[config.mk]
export PLATFORM = sky130hd
export DESIGN_NAME = idle_tmr
export DESIGN_NICKNAME = d
export VERILOG_FILES = /design/src/rtl/idle_tmr_pkg.sv /design/src/rtl/idle_tmr_dp.sv /design/src/rtl/idle_tmr_ctrl.sv /design/src/rtl/idle_tmr.sv
export SDC_FILE = /design/constraint.sdc
export NUM_CORES = 1
export LEC_CHECK = 0
export BUFFER_PORTS_ARGS = -buffer_cell sky130_fd_sc_hd__buf_2
export CORE_MARGIN = 2
export CORE_UTILIZATION = 30
export DETAILED_ROUTE_END_ITERATION = 8
export GPL_TIMING_DRIVEN = 1
export MAX_ROUTING_LAYER = met4
export PLACE_DENSITY = 0.57
export SETUP_SLACK_MARGIN = 0.5
export SLEW_MARGIN = 20
export SYNTH_ARGS = -nofsm -noshare
export SYNTH_HDL_FRONTEND = slang
export SYNTH_HIERARCHICAL = 1
export SYNTH_SLANG_ARGS = --single-unit
export TNS_END_PERCENT = 10
[constraint.sdc]
create_clock -name clk -period 2.3 [get_ports clk]
set_input_delay 0.115 -clock clk [delete_from_list [all_inputs] [get_ports clk]]
set_output_delay 0.115 -clock clk [all_outputs]
set_load 0.01 [all_outputs]
[src/rtl/idle_tmr_pkg.sv]
package idle_tmr_pkg;

  localparam logic [3:0] CMD_TMO_ON  = 4'hA;
  localparam logic [3:0] CMD_TMO_OFF = 4'hC;

  typedef enum logic [1:0] {
    ST_IDLE = 2'd0,
    ST_PEND = 2'd1,
    ST_RUN  = 2'd2
  } tmrState_t;

  typedef struct packed {
    logic load;
    logic dec;
    logic clr;
  } tmrStrobe_t;

endpackage

[src/rtl/idle_tmr_dp.sv]
module idle_tmr_dp
  import idle_tmr_pkg::*;
#(
  parameter int BYTE_W = 8
) (
  input  logic              clk,
  input  logic              rstN,
  input  tmrStrobe_t        strobe,
  input  logic [BYTE_W-1:0] presetHi,
  input  logic [BYTE_W-1:0] presetLo,
  output logic [BYTE_W-1:0] countHi,
  output logic [BYTE_W-1:0] countLo,
  output logic              cntLow
);

  localparam int CNT_W = 2 * BYTE_W;

  logic [CNT_W-1:0] count;

  always_ff @(posedge clk or negedge rstN) begin
    if (!rstN) begin
      count <= '0;
    end else if (strobe.load) begin
      count <= {presetHi, presetLo};
    end else if (strobe.clr) begin
      count <= '0;
    end else if (strobe.dec) begin
      count <= count - CNT_W'(1);
    end
  end

  assign cntLow  = (count <= CNT_W'(1));
  assign countHi = count[CNT_W-1:BYTE_W];
  assign countLo = count[BYTE_W-1:0];

  // a load strobe places the preset in the count on the next edge
  assert_load_takes_preset_R3: assert property (@(posedge clk) disable iff (!rstN)
    strobe.load |=> (count == $past({presetHi, presetLo})));

  // an expired count stays at zero until the next load
  assert_zero_holds_R4: assert property (@(posedge clk) disable iff (!rstN)
    (count == '0 && !strobe.load) |=> (count == '0));

  // the control never decrements through zero
  assert_no_underflow_R4: assert property (@(posedge clk) disable iff (!rstN)
    strobe.dec |-> (count > CNT_W'(1)));

endmodule

[src/rtl/idle_tmr_ctrl.sv]
module idle_tmr_ctrl
  import idle_tmr_pkg::*;
(
  input  logic       clk,
  input  logic       rstN,
  input  logic       tickEn,
  input  logic       charPush,
  input  logic       cmdWe,
  input  logic [3:0] cmdOp,
  input  logic       startCmd,
  input  logic       stopCmd,
  input  logic       cntLow,
  output tmrStrobe_t strobe,
  output logic       ready
);

  tmrState_t state, nextState;
  logic      toMode, nextMode, nextReady;
  logic      cmdOn, cmdOff, doTick;

  assign cmdOn  = cmdWe && (cmdOp == CMD_TMO_ON);
  assign cmdOff = cmdWe && (cmdOp == CMD_TMO_OFF);

  always_comb begin
    strobe    = '0;
    nextState = state;
    nextReady = ready;
    nextMode  = toMode;
    doTick    = 1'b0;
    if (cmdOn) begin
      nextMode  = 1'b1;
      nextReady = 1'b0;
      nextState = ST_IDLE;
    end else if (cmdOff) begin
      nextMode  = 1'b0;
      nextState = ST_IDLE;
    end else if (toMode) begin
      if (charPush) begin
        nextState = ST_PEND;
        nextReady = 1'b0;
      end else begin
        doTick = tickEn;
      end
    end else begin
      if (stopCmd) begin
        nextState = ST_IDLE;
        nextReady = 1'b0;
      end else if (startCmd) begin
        strobe.load = 1'b1;
        nextState   = ST_RUN;
      end else begin
        doTick = tickEn;
      end
    end

    if (doTick) begin
      case (state)
        ST_PEND: begin
          strobe.load = 1'b1;
          nextState   = ST_RUN;
        end
        ST_RUN: begin
          if (cntLow) begin
            strobe.clr = 1'b1;
            nextReady  = 1'b1;
            nextState  = ST_IDLE;
          end else begin
            strobe.dec = 1'b1;
          end
        end
        default: nextState = state;
      endcase
    end
  end

  always_ff @(posedge clk or negedge rstN) begin
    if (!rstN) begin
      state  <= ST_IDLE;
      toMode <= 1'b0;
      ready  <= 1'b0;
    end else begin
      state  <= nextState;
      toMode <= nextMode;
      ready  <= nextReady;
    end
  end

  // the flag only rises after a running tick
  assert_ready_rise_on_expiry_R4: assert property (@(posedge clk) disable iff (!rstN)
    $rose(ready) |-> $past(state == ST_RUN && tickEn));

  // arming clears the flag and parks the counter
  assert_arm_clears_R2: assert property (@(posedge clk) disable iff (!rstN)
    cmdOn |=> (!ready && state == ST_IDLE && toMode));

  // a character in time-out mode withdraws the flag and begins the reload
  assert_push_withdraws_R6: assert property (@(posedge clk) disable iff (!rstN)
    (toMode && charPush && !cmdOn && !cmdOff) |=> (!ready && state == ST_PEND));

  // start and stop have no effect in time-out mode
  assert_start_ignored_R7: assert property (@(posedge clk) disable iff (!rstN)
    (toMode && (startCmd || stopCmd) && !cmdOn && !cmdOff && !charPush && !tickEn)
      |=> ($stable(state) && $stable(ready)));

  // disarming leaves the mode off and the counter stopped
  assert_disarm_R8: assert property (@(posedge clk) disable iff (!rstN)
    cmdOff |=> (!toMode && state == ST_IDLE));

endmodule

[src/rtl/idle_tmr.sv]
module idle_tmr
  import idle_tmr_pkg::*;
#(
  parameter int BYTE_W = 8
) (
  input  logic              clk,
  input  logic              rstN,
  input  logic              tickEn,
  input  logic [BYTE_W-1:0] presetHi,
  input  logic [BYTE_W-1:0] presetLo,
  input  logic              charPush,
  input  logic              cmdWe,
  input  logic [3:0]        cmdOp,
  input  logic              irqMask,
  input  logic              startCmd,
  input  logic              stopCmd,
  output logic              ctrReady,
  output logic              irqOut,
  output logic [BYTE_W-1:0] countHi,
  output logic [BYTE_W-1:0] countLo
);

  tmrStrobe_t strobe;
  logic       cntLow;

  idle_tmr_ctrl u_ctrl (
    .clk      (clk),
    .rstN     (rstN),
    .tickEn   (tickEn),
    .charPush (charPush),
    .cmdWe    (cmdWe),
    .cmdOp    (cmdOp),
    .startCmd (startCmd),
    .stopCmd  (stopCmd),
    .cntLow   (cntLow),
    .strobe   (strobe),
    .ready    (ctrReady)
  );

  idle_tmr_dp #(.BYTE_W(BYTE_W)) u_dp (
    .clk      (clk),
    .rstN     (rstN),
    .strobe   (strobe),
    .presetHi (presetHi),
    .presetLo (presetLo),
    .countHi  (countHi),
    .countLo  (countLo),
    .cntLow   (cntLow)
  );

  assign irqOut = ctrReady & irqMask;

  // the interrupt can only be high while the flag is set
  assert_irq_needs_flag_R5: assert property (@(posedge clk) disable iff (!rstN)
    irqOut |-> ctrReady);

endmodule

**Word-level counts from Yosys, hierarchy flattened**

Index checks and enable logic that the tools add are counted.
W data, S select, Z words.

- Input port bits: 28
- Bits in registers: 20
- Word-level logic and storage cells: 54

- Bitwise operators: 1
- Order comparisons: 1
- Muxes and demuxes: 38
- Reduce and logical (&&, ||, !) cells: 4
- Add/subtract/negate cells: 1
- Equality and inequality tests: 5

Operators with widths:

| kind | count |
|---|---|
| $mux W16 | 3 |
| $mux W1 | 24 |
| $mux W2 | 9 |
| $le A16 B1 Y1 const B | 1 |
| $sub A16 B1 Y16 const B | 1 |
| $eq A4 B4 Y1 const B | 2 |
| $pmux W2 S2 | 1 |
| $mux W3 | 1 |
| $ne A3 B3 Y1 const B | 1 |
| $reduce_bool A3 Y1 | 1 |
| $eq A2 B1 Y1 const B | 1 |
| $eq A2 B2 Y1 const B | 1 |
| $logic_and A1 B1 Y1 | 2 |
| $reduce_bool A2 Y1 | 1 |
| $and A1 B1 Y1 | 1 |

**Depth between registers and ports, before layout**

- Word-level depth: 10
- Depth in mapped cells: 11
- Gate-level depth less buffers: 9

**Hierarchy**

The synthesis kept the hierarchy.

Modules (own cells, without submodules):

| module | cells each | sequential area each (µm²) | area an instance (µm²) | instances |
|---|---|---|---|---|
| idle_tmr_dp | 110 | 400.4 | 1,021.0 | 1 |
| idle_tmr_ctrl | 35 | 100.1 | 319.1 | 1 |
| idle_tmr | 1 | 0.0 | 6.3 | 1 |

**Worst setup path before layout**

Ideal clock, no wire load.

- Kind: register -> register
- Start: reg u_ctrl.toMode
- End: reg u_dp.count[13]
- Arrival time: 2,304 ps
- Path buffers: 3
- Cell stages (with the launch flop): 12
- Path slack: -133 ps
- Library setup time: 129 ps
- Required time: 2,171 ps
- Path through: dfrtp_1 buf_6 nor3_2 o21ai_1 nor4b_2 nor2b_1 buf_4 or4b_1 buf_6 nor4b_4 xnor2_1 o21ai_2

RTL lines:

| what | RTL line | source |
|---|---|---|
| start: declaration | idle_tmr_ctrl.sv:18 | `logic toMode, nextMode, nextReady;` |
| start signal: assignment | idle_tmr_ctrl.sv:83 | `toMode <= nextMode;` |
| end signal: assignment | idle_tmr_dp.sv:24 | `count <= {presetHi, presetLo};` |
| end signal: assignment | idle_tmr_dp.sv:28 | `count <= count - CNT_W'(1);` |
| end: declaration | idle_tmr_dp.sv:18 | `logic [CNT_W-1:0] count;` |

==> impl_metrics.yaml <==
status:
  status: "finished with violations"
  violations: "setup timing"
drt:
  via_per_inst: 4.99
  ant_nets: 0
  wl_um: 3840
  first_pass_iters: 4
  drc: 0
  drtIter0Drc: 68
  wl_per_cell_um: 13.6
  num_vias: 1412
setup_path:
  worstPathArrival_ps: 2580
  start_kind: "flip-flop"
  path_class: "reg -> reg"
  worstPathRequired_ps: 2460
  critPathCaptureType: "flip-flop"
  cp_max_fo: 3
logic_synthesis:
  seq_area_frac_synth_pct: 37.2
  synthTopCellsByArea: "dfrtp_1, o21ai_0, nand2_1"
  synth_top_cell_by_area: "dfrtp_1"
  yosysWarnings: 6
  synth_top_area_share_pct: 37.2
  synth_area_mm2: 0.00135
  syn_area_per_cell_um2: 9.22
  synth-edff-count: 0
  async_flop_share_pct: 100
  ys_seq_elements: 20
  synthCells: 146
  synthFlopType: "dfrtp_1"
  syn_nets: 176
  yosysUniqueCellTypes: 46
clock_network:
  cts_made_buffers: 3
  clkTransAtPathRegs_ps: 80
  cts_sinks: 20
  cts_max_path_buffers: 2
  clockRootBuffer: "clkbuf_8"
  clk_latency_ps: 270
  h-tree-depth: 1
  tritoncts: "done"
global_route:
  grt_pass1_wl_um: 6150
  grt_pass1_vias: 1348
  overflow: 0
  track_usage_pct: 15.6
  grt_antenna_before_repair: 0
  grt_max_degree: 21
placement:
  placed_area_mm2: 0.00186
  detailedPlace.worstSlack_ps: -145
  gp_congestion: 0.823
  hpwl_um: 2830
  placed_cells: 273
  port_buffers: 45
layout:
  final_common_cell: "buf_2"
  nFillCells: 432
  final_cell_mix: "buf_2, buf_4, dfrtp_1, nand2_1, o21ai_0"
  multiInputGateArea_um2: 882
  fin_util_pct: 48.0
  antennaDiodeCount: 0
  nets: 262
  drive_gt1_share_pct: 50.6
  areaGrowthSynthToFinish_pct: 54.2
  fin_cells: 283
  final_area_mm2: 0.00208
  seq_area_um2: 500
power:
  vdd_drop_max_mv: 0.387
  leakage_nw: 0.950
  p_per_area_mw_per_mm2: 1000
  finalPower_mw: 2.07
floorplan:
  die_width_um: 71.0
  num_rows: 24
  ioPinCount: 46
  die_y_um: 71.0
  start_util_pct: 31.1
  die-area_mm2: 0.00504
  core-area_mm2: 0.00432
sta:
  setup_viol: 4
  finalSetupTns_ps: -302
  hold_ws_ps: 52.7
  fin_crit_sh_pct: 105
  finalCriticalPeriod_ps: 2420
  tightest_slew_ps: 480
  drv_slew: 0
  rsz0062_at_grt: "yes"
  setup_ws_ps: -120
  hold_viol_final: 0
  fmax_mhz: 413
  fin_skew_ps: 7.46
  slew_headroom_pct: 68.0
worst_hold_path:
  holdCritPathClass: "in -> reg"
run:
  drv_cap: 0
[cells by family after synthesis]
group	after synthesis	share of synthesized area [%]
simple gates	61	29.0
compound gates	39	18.4
flops	20	37.2
xor+xnor	12	7.81
buf+inv	11	5.02
fa+ha+maj	2	1.86
mux	1	0.744
[synth_stat cells, drive strengths merged, types with 2 or more instances]
master / number
inv: 4
a22o: 2
a21oi: 4
xor2: 4
dfrtp: 20
nor4b: 3
buf: 4
o221ai: 2
o21ai: 21
xnor2: 8
nand3: 2
ha: 2
and2: 2
a22oi: 3
nor2b: 2
or4: 3
nand2: 19
and2b: 2
clkbuf: 3
nor3: 4
nor2: 12
nor4: 5
[state kept, by name (all words and copies together), names as in the netlist]
name / cells
u_ctrl/state: 2
u_ctrl/toMode: 1
u_dp/count: 16
u_ctrl/ready: 1
[layer usage]
metal,track usage [%],wire [µm],vias up
met2,26.5,1930,45
li1,-,-,696
met5,-,0,-
met4,4.61,47,0
met3,3.42,204,6
met1,18.7,1650,665
[report_power, final]
part | total, mW | switching [mW] | internal, mW
sequential | 0.593 | 0.112 | 0.481
clock | 0.282 | 0.130 | 0.153
combinational | 1.20 | 0.615 | 0.585
[worst max-delay path: stages, from the launching register on]
cell     delay [ps]
dfrtp_1         410
and2b_2         190
o21ai_2          80
nor4b_2         310
nor2b_4         210
or4b_4          480
buf_6           150
nor4b_4         260
xnor2_1         170
o21ai_2          60
[final cells by class]
type | instances | area share [%]
Sequential cell | 20 | 24.1
Timing Repair Buffer | 88 | 26.9
Inverter | 4 | 0.723
Multi-Input combinational cell | 115 | 42.5
Tap cell | 52 | 3.13
Clock buffer | 4 | 2.65
[worst paths after layout]
path                                                 from                    endpoint  slack, ps  depth (start not counted)
worst max-delay path            u_ctrl/toMode$_DFFE_PN0P_  u_dp/count[13]$_DFFE_PN0P_       -120                          9
worst min-delay path                          presetHi[6]  u_dp/count[14]$_DFFE_PN0P_         50                          3
worst max register to register  u_ctrl/toMode$_DFFE_PN0P_  u_dp/count[13]$_DFFE_PN0P_       -120                          9
worst min register to register     u_ctrl/ready$_DFF_PN0_      u_ctrl/ready$_DFF_PN0_        570                          1
max in group asynchronous                            rstN  u_dp/count[12]$_DFFE_PN0P_       1640                          2
min in group asynchronous                            rstN   u_dp/count[4]$_DFFE_PN0P_        330                          2
[what timing repair did]
action                                  4_1_cts  5_1_grt
endpoints found under the setup margin       18       18
pin swaps                                     5        6
hold buffers                                  1        0
endpoints found under the hold margin        20        0
resized for setup                            14       11
setup buffers                                 3        2
Power figures use the tool's default switching activity.
